### config.mk
export PLATFORM = sky130hd
export DESIGN_NAME = addr_prom_sig_check
export DESIGN_NICKNAME = d
export VERILOG_FILES = /design/src/rtl/prom_sig_pkg.sv /design/src/rtl/prom_sig_ctrl.sv /design/src/rtl/prom_sig_dp.sv /design/src/rtl/addr_prom_sig_check.sv
export SDC_FILE = /design/constraint.sdc
export NUM_CORES = 1
export LEC_CHECK = 0
export CAP_MARGIN = 20
export CORE_ASPECT_RATIO = 2
export CORE_MARGIN = 5
export CORE_UTILIZATION = 59
export DETAILED_ROUTE_END_ITERATION = 10
export DONT_BUFFER_PORTS = 1
export PLACE_DENSITY = 0.75
export SLEW_MARGIN = 0
export SYNTH_ARGS = -nofsm -noshare
export SYNTH_HDL_FRONTEND = slang
export SYNTH_HIERARCHICAL = 1
export SYNTH_SLANG_ARGS = --single-unit
### constraint.sdc
create_clock -name clk -period 6.7 [get_ports clk]
set_input_delay 2.01 -clock clk [delete_from_list [all_inputs] [get_ports clk]]
set_output_delay 2.01 -clock clk [all_outputs]
set_load 0.01 [all_outputs]
### src/rtl/prom_sig_pkg.sv
package prom_sig_pkg;

  localparam int IDX_W = 4;

  typedef enum logic [2:0] {
    ST_IDLE,
    ST_DISCARD,
    ST_PEEK,
    ST_SEARCH,
    ST_ADDR,
    ST_CSUM,
    ST_FIN
  } seqState_t;

  typedef struct packed {
    logic             clearAll;
    logic             addrLoad;
    logic [IDX_W-1:0] addrIdx;
    logic             csLoLoad;
    logic             csHiLoad;
  } dpStrobe_t;

  // One word step of the end-around sum, 17-bit intermediates expose the carry.
  function automatic logic [15:0] foldStep(input logic [15:0] acc, input logic [15:0] word);
    logic [16:0] t;
    t = {acc, 1'b0};
    if (t > 17'h0FFFF) t = t - 17'h0FFFF;
    t = t + {1'b0, word};
    if (t > 17'h0FFFF) t = t - 17'h0FFFF;
    return t[15:0];
  endfunction

endpackage

### src/rtl/prom_sig_ctrl.sv
module prom_sig_ctrl
  import prom_sig_pkg::*;
#(
  parameter int                  SIG_LEN      = 8,
  parameter logic [SIG_LEN*8-1:0] SIG_PATTERN = 64'hAA55_00FF_AA55_00FF,
  parameter int                  PROBE_LEN    = 32,
  parameter int                  ADDR_BYTES   = 6,
  parameter logic [7:0]          TRIGGER_BYTE = 8'h08
) (
  input  logic       clk,
  input  logic       rstN,
  input  logic       startPulse,
  input  logic       byteValid,
  input  logic [7:0] byteIn,
  output dpStrobe_t  strobe,
  output logic       cntEnPulse,
  output logic       sigFound,
  output logic       done,
  output logic       addrValid
);

  localparam int WINDOW = PROBE_LEN + SIG_LEN - 1;
  localparam int WIN_W  = $clog2(WINDOW + 1);
  localparam int MI_W   = $clog2(SIG_LEN);
  localparam int NI_W   = MI_W + 1;
  localparam int CNT_W  = $clog2(ADDR_BYTES + 1);

  logic [7:0] sigTab [SIG_LEN];

  generate
    for (genvar k = 0; k < SIG_LEN; k++) begin : g_sig
      assign sigTab[k] = SIG_PATTERN[8*k +: 8];
    end
  endgenerate

  seqState_t        state;
  logic [MI_W-1:0]  matchIdx;
  logic [WIN_W-1:0] winCnt;
  logic [CNT_W-1:0] byteCnt;
  logic [NI_W-1:0]  nextIdx;
  logic             take;
  logic             sigComplete;
  logic             windowLast;

  assign take = byteValid && !startPulse;

  always_comb begin
    if (byteIn == sigTab[matchIdx])      nextIdx = NI_W'(matchIdx) + NI_W'(1);
    else if (byteIn == sigTab[0])        nextIdx = NI_W'(1);
    else                                 nextIdx = '0;
  end

  assign sigComplete = (nextIdx == NI_W'(SIG_LEN));
  assign windowLast  = (winCnt == WIN_W'(WINDOW - 1));

  always_comb begin
    strobe          = '0;
    strobe.clearAll = startPulse;
    strobe.addrIdx  = IDX_W'(byteCnt);
    strobe.addrLoad = take && (state == ST_ADDR);
    strobe.csLoLoad = take && (state == ST_CSUM) && (byteCnt == CNT_W'(0));
    strobe.csHiLoad = take && (state == ST_CSUM) && (byteCnt == CNT_W'(1));
  end

  always_ff @(posedge clk or negedge rstN) begin
    if (!rstN) begin
      state      <= ST_IDLE;
      matchIdx   <= '0;
      winCnt     <= '0;
      byteCnt    <= '0;
      cntEnPulse <= 1'b0;
      sigFound   <= 1'b0;
      done       <= 1'b0;
      addrValid  <= 1'b0;
    end else begin
      cntEnPulse <= 1'b0;
      if (startPulse) begin
        state     <= ST_DISCARD;
        matchIdx  <= '0;
        winCnt    <= '0;
        byteCnt   <= '0;
        sigFound  <= 1'b0;
        done      <= 1'b0;
        addrValid <= 1'b0;
      end else if (byteValid) begin
        case (state)
          ST_DISCARD: state <= ST_PEEK;
          ST_PEEK: begin
            cntEnPulse <= (byteIn == TRIGGER_BYTE);
            state      <= ST_SEARCH;
          end
          ST_SEARCH: begin
            winCnt <= winCnt + WIN_W'(1);
            if (sigComplete) begin
              sigFound <= 1'b1;
              matchIdx <= '0;
              byteCnt  <= '0;
              state    <= ST_ADDR;
            end else if (windowLast) begin
              done  <= 1'b1;
              state <= ST_FIN;
            end else begin
              matchIdx <= MI_W'(nextIdx);
            end
          end
          ST_ADDR: begin
            if (byteCnt == CNT_W'(ADDR_BYTES - 1)) begin
              byteCnt <= '0;
              state   <= ST_CSUM;
            end else begin
              byteCnt <= byteCnt + CNT_W'(1);
            end
          end
          ST_CSUM: begin
            if (byteCnt == CNT_W'(1)) begin
              done      <= 1'b1;
              addrValid <= 1'b1;
              state     <= ST_FIN;
            end else begin
              byteCnt <= CNT_W'(1);
            end
          end
          default: ;
        endcase
      end
    end
  end

endmodule

### src/rtl/prom_sig_dp.sv
module prom_sig_dp
  import prom_sig_pkg::*;
#(
  parameter int ADDR_BYTES = 6
) (
  input  logic                    clk,
  input  logic                    rstN,
  input  dpStrobe_t               strobe,
  input  logic [7:0]              byteIn,
  output logic [ADDR_BYTES*8-1:0] stationAddr,
  output logic                    csumGood,
  output logic                    csumBad
);

  logic [15:0] runSum;
  logic [7:0]  loHold;
  logic [7:0]  csLo;
  logic [15:0] finalSum;
  logic        sumMatch;

  generate
    for (genvar b = 0; b < ADDR_BYTES; b++) begin : g_addr
      always_ff @(posedge clk or negedge rstN) begin
        if (!rstN)                                                  stationAddr[8*b +: 8] <= '0;
        else if (strobe.clearAll)                                   stationAddr[8*b +: 8] <= '0;
        else if (strobe.addrLoad && strobe.addrIdx == IDX_W'(b))    stationAddr[8*b +: 8] <= byteIn;
      end
    end
  endgenerate

  always_ff @(posedge clk or negedge rstN) begin
    if (!rstN) begin
      runSum <= '0;
      loHold <= '0;
      csLo   <= '0;
    end else if (strobe.clearAll) begin
      runSum <= '0;
      loHold <= '0;
      csLo   <= '0;
    end else begin
      if (strobe.addrLoad) begin
        if (!strobe.addrIdx[0]) loHold <= byteIn;
        else                    runSum <= foldStep(runSum, {byteIn, loHold});
      end
      if (strobe.csLoLoad) csLo <= byteIn;
    end
  end

  assign finalSum = (runSum == 16'hFFFF) ? 16'h0000 : runSum;
  assign sumMatch = (finalSum == {byteIn, csLo});

  always_ff @(posedge clk or negedge rstN) begin
    if (!rstN) begin
      csumGood <= 1'b0;
      csumBad  <= 1'b0;
    end else if (strobe.clearAll) begin
      csumGood <= 1'b0;
      csumBad  <= 1'b0;
    end else if (strobe.csHiLoad) begin
      csumGood <= sumMatch;
      csumBad  <= !sumMatch;
    end
  end

endmodule

### src/rtl/addr_prom_sig_check.sv
module addr_prom_sig_check
  import prom_sig_pkg::*;
#(
  parameter int                   SIG_LEN      = 8,
  parameter logic [SIG_LEN*8-1:0] SIG_PATTERN  = 64'hAA55_00FF_AA55_00FF,
  parameter int                   PROBE_LEN    = 32,
  parameter int                   ADDR_BYTES   = 6,
  parameter logic [7:0]           TRIGGER_BYTE = 8'h08
) (
  input  logic                    clk,
  input  logic                    rstN,
  input  logic                    startPulse,
  input  logic                    byteValid,
  input  logic [7:0]              byteIn,
  output logic                    cntEnPulse,
  output logic                    sigFound,
  output logic                    done,
  output logic                    addrValid,
  output logic                    csumGood,
  output logic                    csumBad,
  output logic [ADDR_BYTES*8-1:0] stationAddr
);

  dpStrobe_t strobe;

  prom_sig_ctrl #(
    .SIG_LEN(SIG_LEN), .SIG_PATTERN(SIG_PATTERN), .PROBE_LEN(PROBE_LEN),
    .ADDR_BYTES(ADDR_BYTES), .TRIGGER_BYTE(TRIGGER_BYTE)
  ) i_ctrl (
    .clk(clk), .rstN(rstN), .startPulse(startPulse), .byteValid(byteValid),
    .byteIn(byteIn), .strobe(strobe), .cntEnPulse(cntEnPulse),
    .sigFound(sigFound), .done(done), .addrValid(addrValid)
  );

  prom_sig_dp #(.ADDR_BYTES(ADDR_BYTES)) i_dp (
    .clk(clk), .rstN(rstN), .strobe(strobe), .byteIn(byteIn),
    .stationAddr(stationAddr), .csumGood(csumGood), .csumBad(csumBad)
  );

endmodule

==> key figures, run 1 <==
Run status
  • Run status: finished clean

Yosys
  • Synth warn: 6
  • Ys flop type: dfrtp_1
  • Sequential fraction of the synthesis area: 40.0%
  • Netlist Area Pre-Place: 6320 sq um
  • Cells after Synth: 677
  • EDFF count, synth: 0
  • Mean area per synthesized cell: 9.33 sq um
  • Synth cell types: 80
  • Post-synth ARST share: 100%
  • Post-synthesis register bit count: 101
  • Post-synth net total: 710

Placement
  • Gpl congestion: 0.922
  • Placed cell area: 6320 sq um
  • Port-buffer cells: 0
  • Detailed placer's ending HPWL: 12,200 um

Timing
  • Actual slew at the worst max-slew pin: 1050 ps
  • RSZ-0062 raised after global routing: false
  • Final period util: 71.6%
  • Post-layout minimum cycle time: 4790 ps
  • Worst Skew: 8.06 ps
  • Slew margin rel.: 29.9%
  • Hold Vio Cnt, Final: 0
  • TNS Setup: 0 ps
  • Final setup fails: 0
  • Count of final max-slew check failures: 0
  • Max frequency: 209 MHz

Layout
  • Synthesis-to-finish area growth: 5.39%
  • Nets@finish: 682
  • Antenna diode count: 0
  • Register area: 2530 sq um
  • Fillers: 920
  • Final Instance Area: 6660 sq um
  • Commonest non-fill, non-tap cells in the layout: 101 x dfrtp_1, 99 x nor2_1, 66 x mux2i_1, 46 x nand2_1, 28 x a21oi_1
  • Layout cell share with drive strength beyond 1: 6.73%
  • Commonest non-fill, non-tap cell in the layout: dfrtp_1
  • Multi-input gate area: 3540 sq um

Pwr
  • Switching pwr: 0.335 mW
  • P_leak: 3.07 nW
  • Clock share of power: 44.1%
  • Max rail drop VDD: 0.225 mV
  • Switching share of power: 25.9%
  • P per Cell Area: 194 nW/um^2
  • Combinational share of power: 6.5%
  • Flop pwr share: 49.4%
  • Power, Total: 1.29 mW
  • Internal power: 0.959 mW

Global route
  • Initial antenna violation count: 0
  • First-pass GRT wire length: 27,800 um
  • Vias in the first global route: 5,377
  • Total GRT Usage: 27.0%
  • Largest net degree at the start of global routing: 102
  • Overflow after GRT: 0

Route
  • Initial DRT Pass Iterations: 6
  • Final wirelength: 17,300 um
  • Vias per cell: 6.71
  • Via count: 5,304
  • Routed Antenna Nets: 0
  • DR WL/cell: 21.9 um
  • DRT iter0 DRCs: 312
  • Residual DRC count: 0

Clock tree
  • Worst-path clk slew: 80 ps
  • CTS buffer count: 9
  • CTS tree: done
  • Post-CTS Setup Inserts: 0
  • PostCTS Resize Cnt: 0
  • Total number of H-tree levels: 3
  • Clk buf depth: 2
  • Worst-skew pair later-pin latency: 350 ps
  • CTS sink count: 101
  • Clock root buffer: clkbuf_16
  • Cts hold-fix bufs: 0

Critical path
  • Crit. End Element: flip-flop
  • Buffer and inverter count on the worst path: 0
  • Setup CP Type: input pin to flip-flop
  • Worst Path Required: 6920 ps
  • Crit path top cell by count: o21ai_0
  • Critical Path Start Type: input pin
  • CP arrival: 5010 ps
  • Crit Path Max Fanout: 15
  • Crit path cell chain: ha_1 -> a21oi_1 -> o21ai_0 -> or3_1 -> o21ai_0 -> xnor2_1 -> nand4_1 -> or3b_1 -> o21ai_2 -> o211ai_1
  • Slowest CP cell: or3b_1
  • Critical path's largest stage delay: 540 ps
  • Largest delay contributor family on the critical path: compound AO/OA/AOI/OAI gates

Job
  • Max cap viols: 0

Min path
  • Min-Delay Path Class: flip-flop to flip-flop

Floorplan
  • Core ar.: 10,500 sq um
  • DIE AREA: 13,000 sq um
  • Std-Cell Rows: 53
  • Die X: 83.2 um
  • Starting density of the core: 60.3%
  • IO Pins: 66
  • Chip height: 156 um
==> state kept, by name, summed over array words and instances (netlist names), 3 cells and up <==
signal,flops
i_ctrl/byteCnt,3
i_ctrl/matchIdx,3
i_ctrl/state,3
i_ctrl/winCnt,6
i_dp/csLo,8
i_dp/loHold,8
i_dp/runSum,16
i_dp/stationAddr,48
==> metal layers <==
layer / vias to the layer above / wire length [um] / global-route usage [%]
met5: - / 0 / 0
met1: 2648 / 6000 / 28.3
li1: 2400 / - / -
met3: 62 / 1030 / 6.11
met4: 0 / 974 / 16.9
met2: 194 / 9340 / 48.4
==> layout make-up <==
class	instances	area share [%]
Multi-Input combinational cell	515	53.2
Sequential cell	101	38.0
Clock buffer	9	3.38
Tap cell	137	2.58
Clock inverter	7	1.50
Inverter	19	1.07
Timing Repair Buffer	3	0.338
==> synth_stat cells, types with 3 or more instances <==
cell         n  share of area [%]
nor4b_1      4               0.55
ha_1        20                4.0
nand3b_1     4               0.48
nand2_1     46                2.7
nor4_2       3               0.59
nor3b_1      5               0.59
a22oi_1      3               0.36
o31ai_1     16                1.9
o21a_1      11                1.3
xor2_1       9                1.2
dfrtp_1    101                 40
or2_2        3               0.30
nor4_1       5               0.50
inv_1       18                1.1
a41oi_1      4               0.55
or3_1       11                1.1
a21o_1       5               0.59
buf_1        3               0.18
a31oi_1      4               0.40
or4_1        3               0.36
nand4_1     12                1.2
a21oi_1     28                2.2
nand2b_1     8               0.79
o21ai_0     20                1.6
nand3_1     16                1.3
a211oi_1     9                1.1
nor2_1      99                5.9
o2111ai_1    5               0.69
nor3_1      14                1.1
xnor2_1     14                1.9
o211ai_1     4               0.48
nor2b_1      8               0.79
mux2i_1     66                 10
clkbuf_1    31                1.8
==> tightest hold or removal path: cells and delay by family, from the launching register on <==
kind             cells  cell delay (ps)
and+or+nand+nor      1               80
DFF                  1              360
muxes                1               70
==> per-stage QoR <==
| step | hold WS, ps | std cells | worst slack (ps) | utilization [%] |
|---|---|---|---|---|
| 4_1_cts | 543 | 790 | 1950 | 63.5 |
| 5_1_grt | 587 | 791 | 1720 | 63.5 |
| 6_report | 543 | 791 | 1910 | 63.5 |
| 3_3_place_gp | 509 | 774 | 1710 | 60.4 |
| 3_5_place_dp | 524 | 774 | 1580 | 60.4 |
| 2_1_floorplan | 494 | 677 | 1990 | - |
==> cell families after synthesis <==
family	synth area share [%]
other	0.0594
buffers and inverters	4.06
DFF	40.0
xor gates and xnor gates	3.19
muxes	11.0
adders and majority gates	4.28
and+or+nand+nor	21.6
AOI/OAI and AO/OA	15.8
==> worst paths after layout <==
path	slack, ps	to	cells after the start	start
setup / recovery	1910	i_dp/runSum[11]	10	byteIn[1]
hold / removal	540	i_dp/loHold[4]	2	i_dp/loHold[4]
setup reg to reg	2630	i_dp/runSum[14]	14	i_dp/runSum[15]
hold reg to reg	540	i_dp/loHold[4]	2	i_dp/loHold[4]
max in group asynchronous	5200	i_dp/stationAddr[6]	0	rstN
min in group asynchronous	1350	i_dp/stationAddr[29]	0	rstN
==> power groups by stage <==
stage,Clock [mW],Sequential (mW),Combinational [mW]
floorplan,0,0.641,0.0945
global placement,0,0.649,0.0801
detailed placement,0,0.651,0.0831
CTS,0.581,0.638,0.0838
global route,0.615,0.640,0.0913
finish,0.571,0.639,0.0844
(Power assumes the default switching activity.)
==> run 2, diff against run 1 <==
==> constraint.sdc (replaced) <==
create_clock -name clk -period 4.95 [get_ports clk]
set_input_delay 1.485 -clock clk [delete_from_list [all_inputs] [get_ports clk]]
set_output_delay 1.485 -clock clk [all_outputs]
set_load 0.01 [all_outputs]
==> run 2 against run 1 <==
  * Via count is 2.0% lower
  * Wire length is 0.36% lower
  * Non-clock buffer count is 3 higher
  * Critical path depth stayed put
  * Combinational power is 35% higher
  * First-iteration DRC count is 0.32% lower
  * Global-route usage is 0.19 points lower
  * Sequential power is 35% higher
  * Clock-buffer cell count stayed put
  * Highest routed layer unchanged
  * Clock power is 34% higher
  * Clock skew hardly changed
==> key figures, run 2 (synthesis results as in run 1) <==
Global route
  • First-pass GRT wire length: 27,700 um (was 27,800 um)
  • Overflow after GRT: 0 (unchanged)
  • Vias in the first global route: 5,312 (was 5,377)
  • Initial antenna violation count: 0 (unchanged)
  • Total GRT Usage: 26.8% (was 27.0%)
  • Largest net degree at the start of global routing: 102 (unchanged)

Floorplan
  • Core ar.: 10,500 sq um (unchanged)
  • Starting density of the core: 60.3% (unchanged)
  • Die X: 83.2 um (unchanged)
  • IO Pins: 66 (unchanged)
  • DIE AREA: 13,000 sq um (unchanged)
  • Chip height: 156 um (unchanged)
  • Std-Cell Rows: 53 (unchanged)

Critical path
  • Buffer and inverter count on the worst path: 0 (unchanged)
  • Crit. End Element: flip-flop (unchanged)
  • Largest delay contributor family on the critical path: compound AO/OA/AOI/OAI gates (unchanged)
  • Crit Path Max Fanout: 15 (unchanged)
  • Critical Path Start Type: input pin (unchanged)
  • Slowest CP cell: or3b_1 (unchanged)
  • Critical path's largest stage delay: 550 ps (was 540 ps)
  • Crit path cell chain: ha_1 -> a21oi_1 -> o21ai_0 -> or3_1 -> o21ai_0 -> xnor2_1 -> nand4_1 -> or3b_1 -> o21ai_2 -> o21ai_0 (was ha_1 -> a21oi_1 -> o21ai_0 -> or3_1 -> o21ai_0 -> xnor2_1 -> nand4_1 -> or3b_1 -> o21ai_2 -> o211ai_1)
  • Setup CP Type: input pin to flip-flop (unchanged)
  • Worst Path Required: 5160 ps (was 6920 ps)
  • CP arrival: 4570 ps (was 5010 ps)
  • Crit path top cell by count: o21ai_0 (unchanged)

Placement
  • Placed insts: 777 (was 774)
  • Detailed placer's ending HPWL: 12,300 um (was 12,200 um)
  • Port-buffer cells: 0 (unchanged)
  • Gpl congestion: 0.925 (was 0.922)

Route
  • Initial DRT Pass Iterations: 6 (unchanged)
  • Final wirelength: 17,300 um (about the same)
  • DR WL/cell: 21.8 um (was 21.9 um)
  • DRT iter0 DRCs: 311 (was 312)
  • Routed Antenna Nets: 0 (unchanged)
  • Residual DRC count: 0 (unchanged)
  • Vias per cell: 6.55 (was 6.71)
  • Via count: 5,200 (was 5,304)

Layout
  • Synthesis-to-finish area growth: 5.78% (was 5.39%)
  • Top reg by flops: i_dp/stationAddr (unchanged)
  • Nets@finish: 685 (was 682)
  • Register area: 2530 sq um (unchanged)
  • Commonest non-fill, non-tap cells in the layout: 101 x dfrtp_1, 99 x nor2_1, 66 x mux2i_1, 46 x nand2_1, 28 x a21oi_1 (unchanged)
  • Fillers: 899 (was 920)
  • Layout cell share with drive strength beyond 1: 7.15% (was 6.73%)
  • Antenna diode count: 0 (unchanged)
  • Final core utilization: 63.8% (was 63.5%)
  • Non-filler cells, final: 794 (was 791)
  • Max reg flops: 48 (unchanged)
  • Commonest non-fill, non-tap cell in the layout: dfrtp_1 (unchanged)
  • Regs by FF count: i_dp/stationAddr x48, i_dp/runSum x16 (unchanged)
  • Multi-input gate area: 3540 sq um (unchanged)

Clock tree
  • Total number of H-tree levels: 3 (unchanged)
  • Post-CTS Setup Inserts: 0 (unchanged)
  • Worst-path clk slew: 80 ps (about the same)
  • Cts hold-fix bufs: 0 (unchanged)
  • CTS sink count: 101 (unchanged)
  • Worst-skew pair later-pin latency: 350 ps (about the same)
  • Clk buf depth: 2 (unchanged)
  • PostCTS Resize Cnt: 0 (unchanged)
  • CTS tree: done (unchanged)
  • Clock root buffer: clkbuf_16 (unchanged)
  • CTS buffer count: 9 (unchanged)

Timing
  • Count of final max-slew check failures: 0 (unchanged)
  • Final period util: 88.1%
  • Actual slew at the worst max-slew pin: 808 ps (was 1050 ps)
  • Post-layout minimum cycle time: 4360 ps
  • Fin Hold WS: 544 ps (was 543 ps)
  • Worst Skew: 8.24 ps (was 8.06 ps)
  • Hold Vio Cnt, Final: 0 (unchanged)
  • Final setup fails: 0 (unchanged)
  • RSZ-0062 raised after global routing: false (unchanged)
  • Slew margin rel.: 45.7% (was 29.9%)
  • Max frequency: 229 MHz
  • TNS Setup: 0 ps (unchanged)

Pwr
  • Internal power: 1.30 mW (was 0.959 mW)
  • P per Cell Area: 261 nW/um^2 (was 194 nW/um^2)
  • Combinational share of power: 6.6% (was 6.5%)
  • P_leak: 3.08 nW (was 3.07 nW)
  • Switching share of power: 25.5% (was 25.9%)
  • Switching pwr: 0.444 mW (was 0.335 mW)
  • Max rail drop VDD: 0.285 mV (was 0.225 mV)
  • Flop pwr share: 49.6% (was 49.4%)
  • Clock share of power: 43.8% (was 44.1%)

Min path
  • Min-Delay Path Class: flip-flop to flip-flop (unchanged)

Run status
  • Run status: finished clean (unchanged)

Job
  • Max cap viols: 0 (unchanged)
[run 2: worst min-delay path, cell delays in order (launching register included)]
cell and delay (ps):
dfrtp_1 360, mux2i_1 70, nor2_1 80
[run 2: power by group through the flow]
stage | clock network (mW) | registers [mW] | logic, mW
finish | 0.764 | 0.864 | 0.114
global route | 0.816 | 0.867 | 0.124
CTS | 0.777 | 0.864 | 0.113
detailed placement | 0 | 0.879 | 0.113
global placement | 0 | 0.879 | 0.109
floorplan | 0 | 0.868 | 0.128
[run 2: area by class of cell]
cell class                 count  share of cell area (%)
sequential                   101                    37.8
clock inverter                 7                    1.54
clock buffer                   9                    3.37
timing repair buffer           6                   0.674
tap                          137                    2.57
multi-input combinational    515                    53.0
inverter                      19                    1.07
[run 2: worst paths after layout]
check                                startpoint                    to  depth (start not counted)  slack (ps)
worst max-delay path                  byteIn[1]        i_dp/runSum[7]                         10         590
worst min-delay path             i_dp/loHold[4]        i_dp/loHold[4]                          2         540
worst max register to register  i_dp/runSum[15]        i_dp/runSum[7]                         12         840
worst min register to register   i_dp/loHold[4]        i_dp/loHold[4]                          2         540
max in group asynchronous                  rstN  i_dp/stationAddr[42]                          0        3970
min in group asynchronous                  rstN           i_ctrl/done                          0         820
[run 2: per-stage QoR]
stage	setup WS [ps]	cell area, sq um	power, mW
after floorplan	765	6320	0.995
after global placement	476	6350	0.988
after detailed placement	338	6350	0.992
after CTS	706	6670	1.75
after global routing	416	6680	1.81
final	591	6680	1.74
[run 2: layer usage]
layer / vias to the layer above / share of wire [%] / GRT usage, %
met5: - / 0 / 0
met4: 0 / 4.3 / 16.0
met3: 48 / 5.7 / 5.16
met2: 207 / 55 / 48.7
met1: 2545 / 35 / 28.4
li1: 2400 / - / -
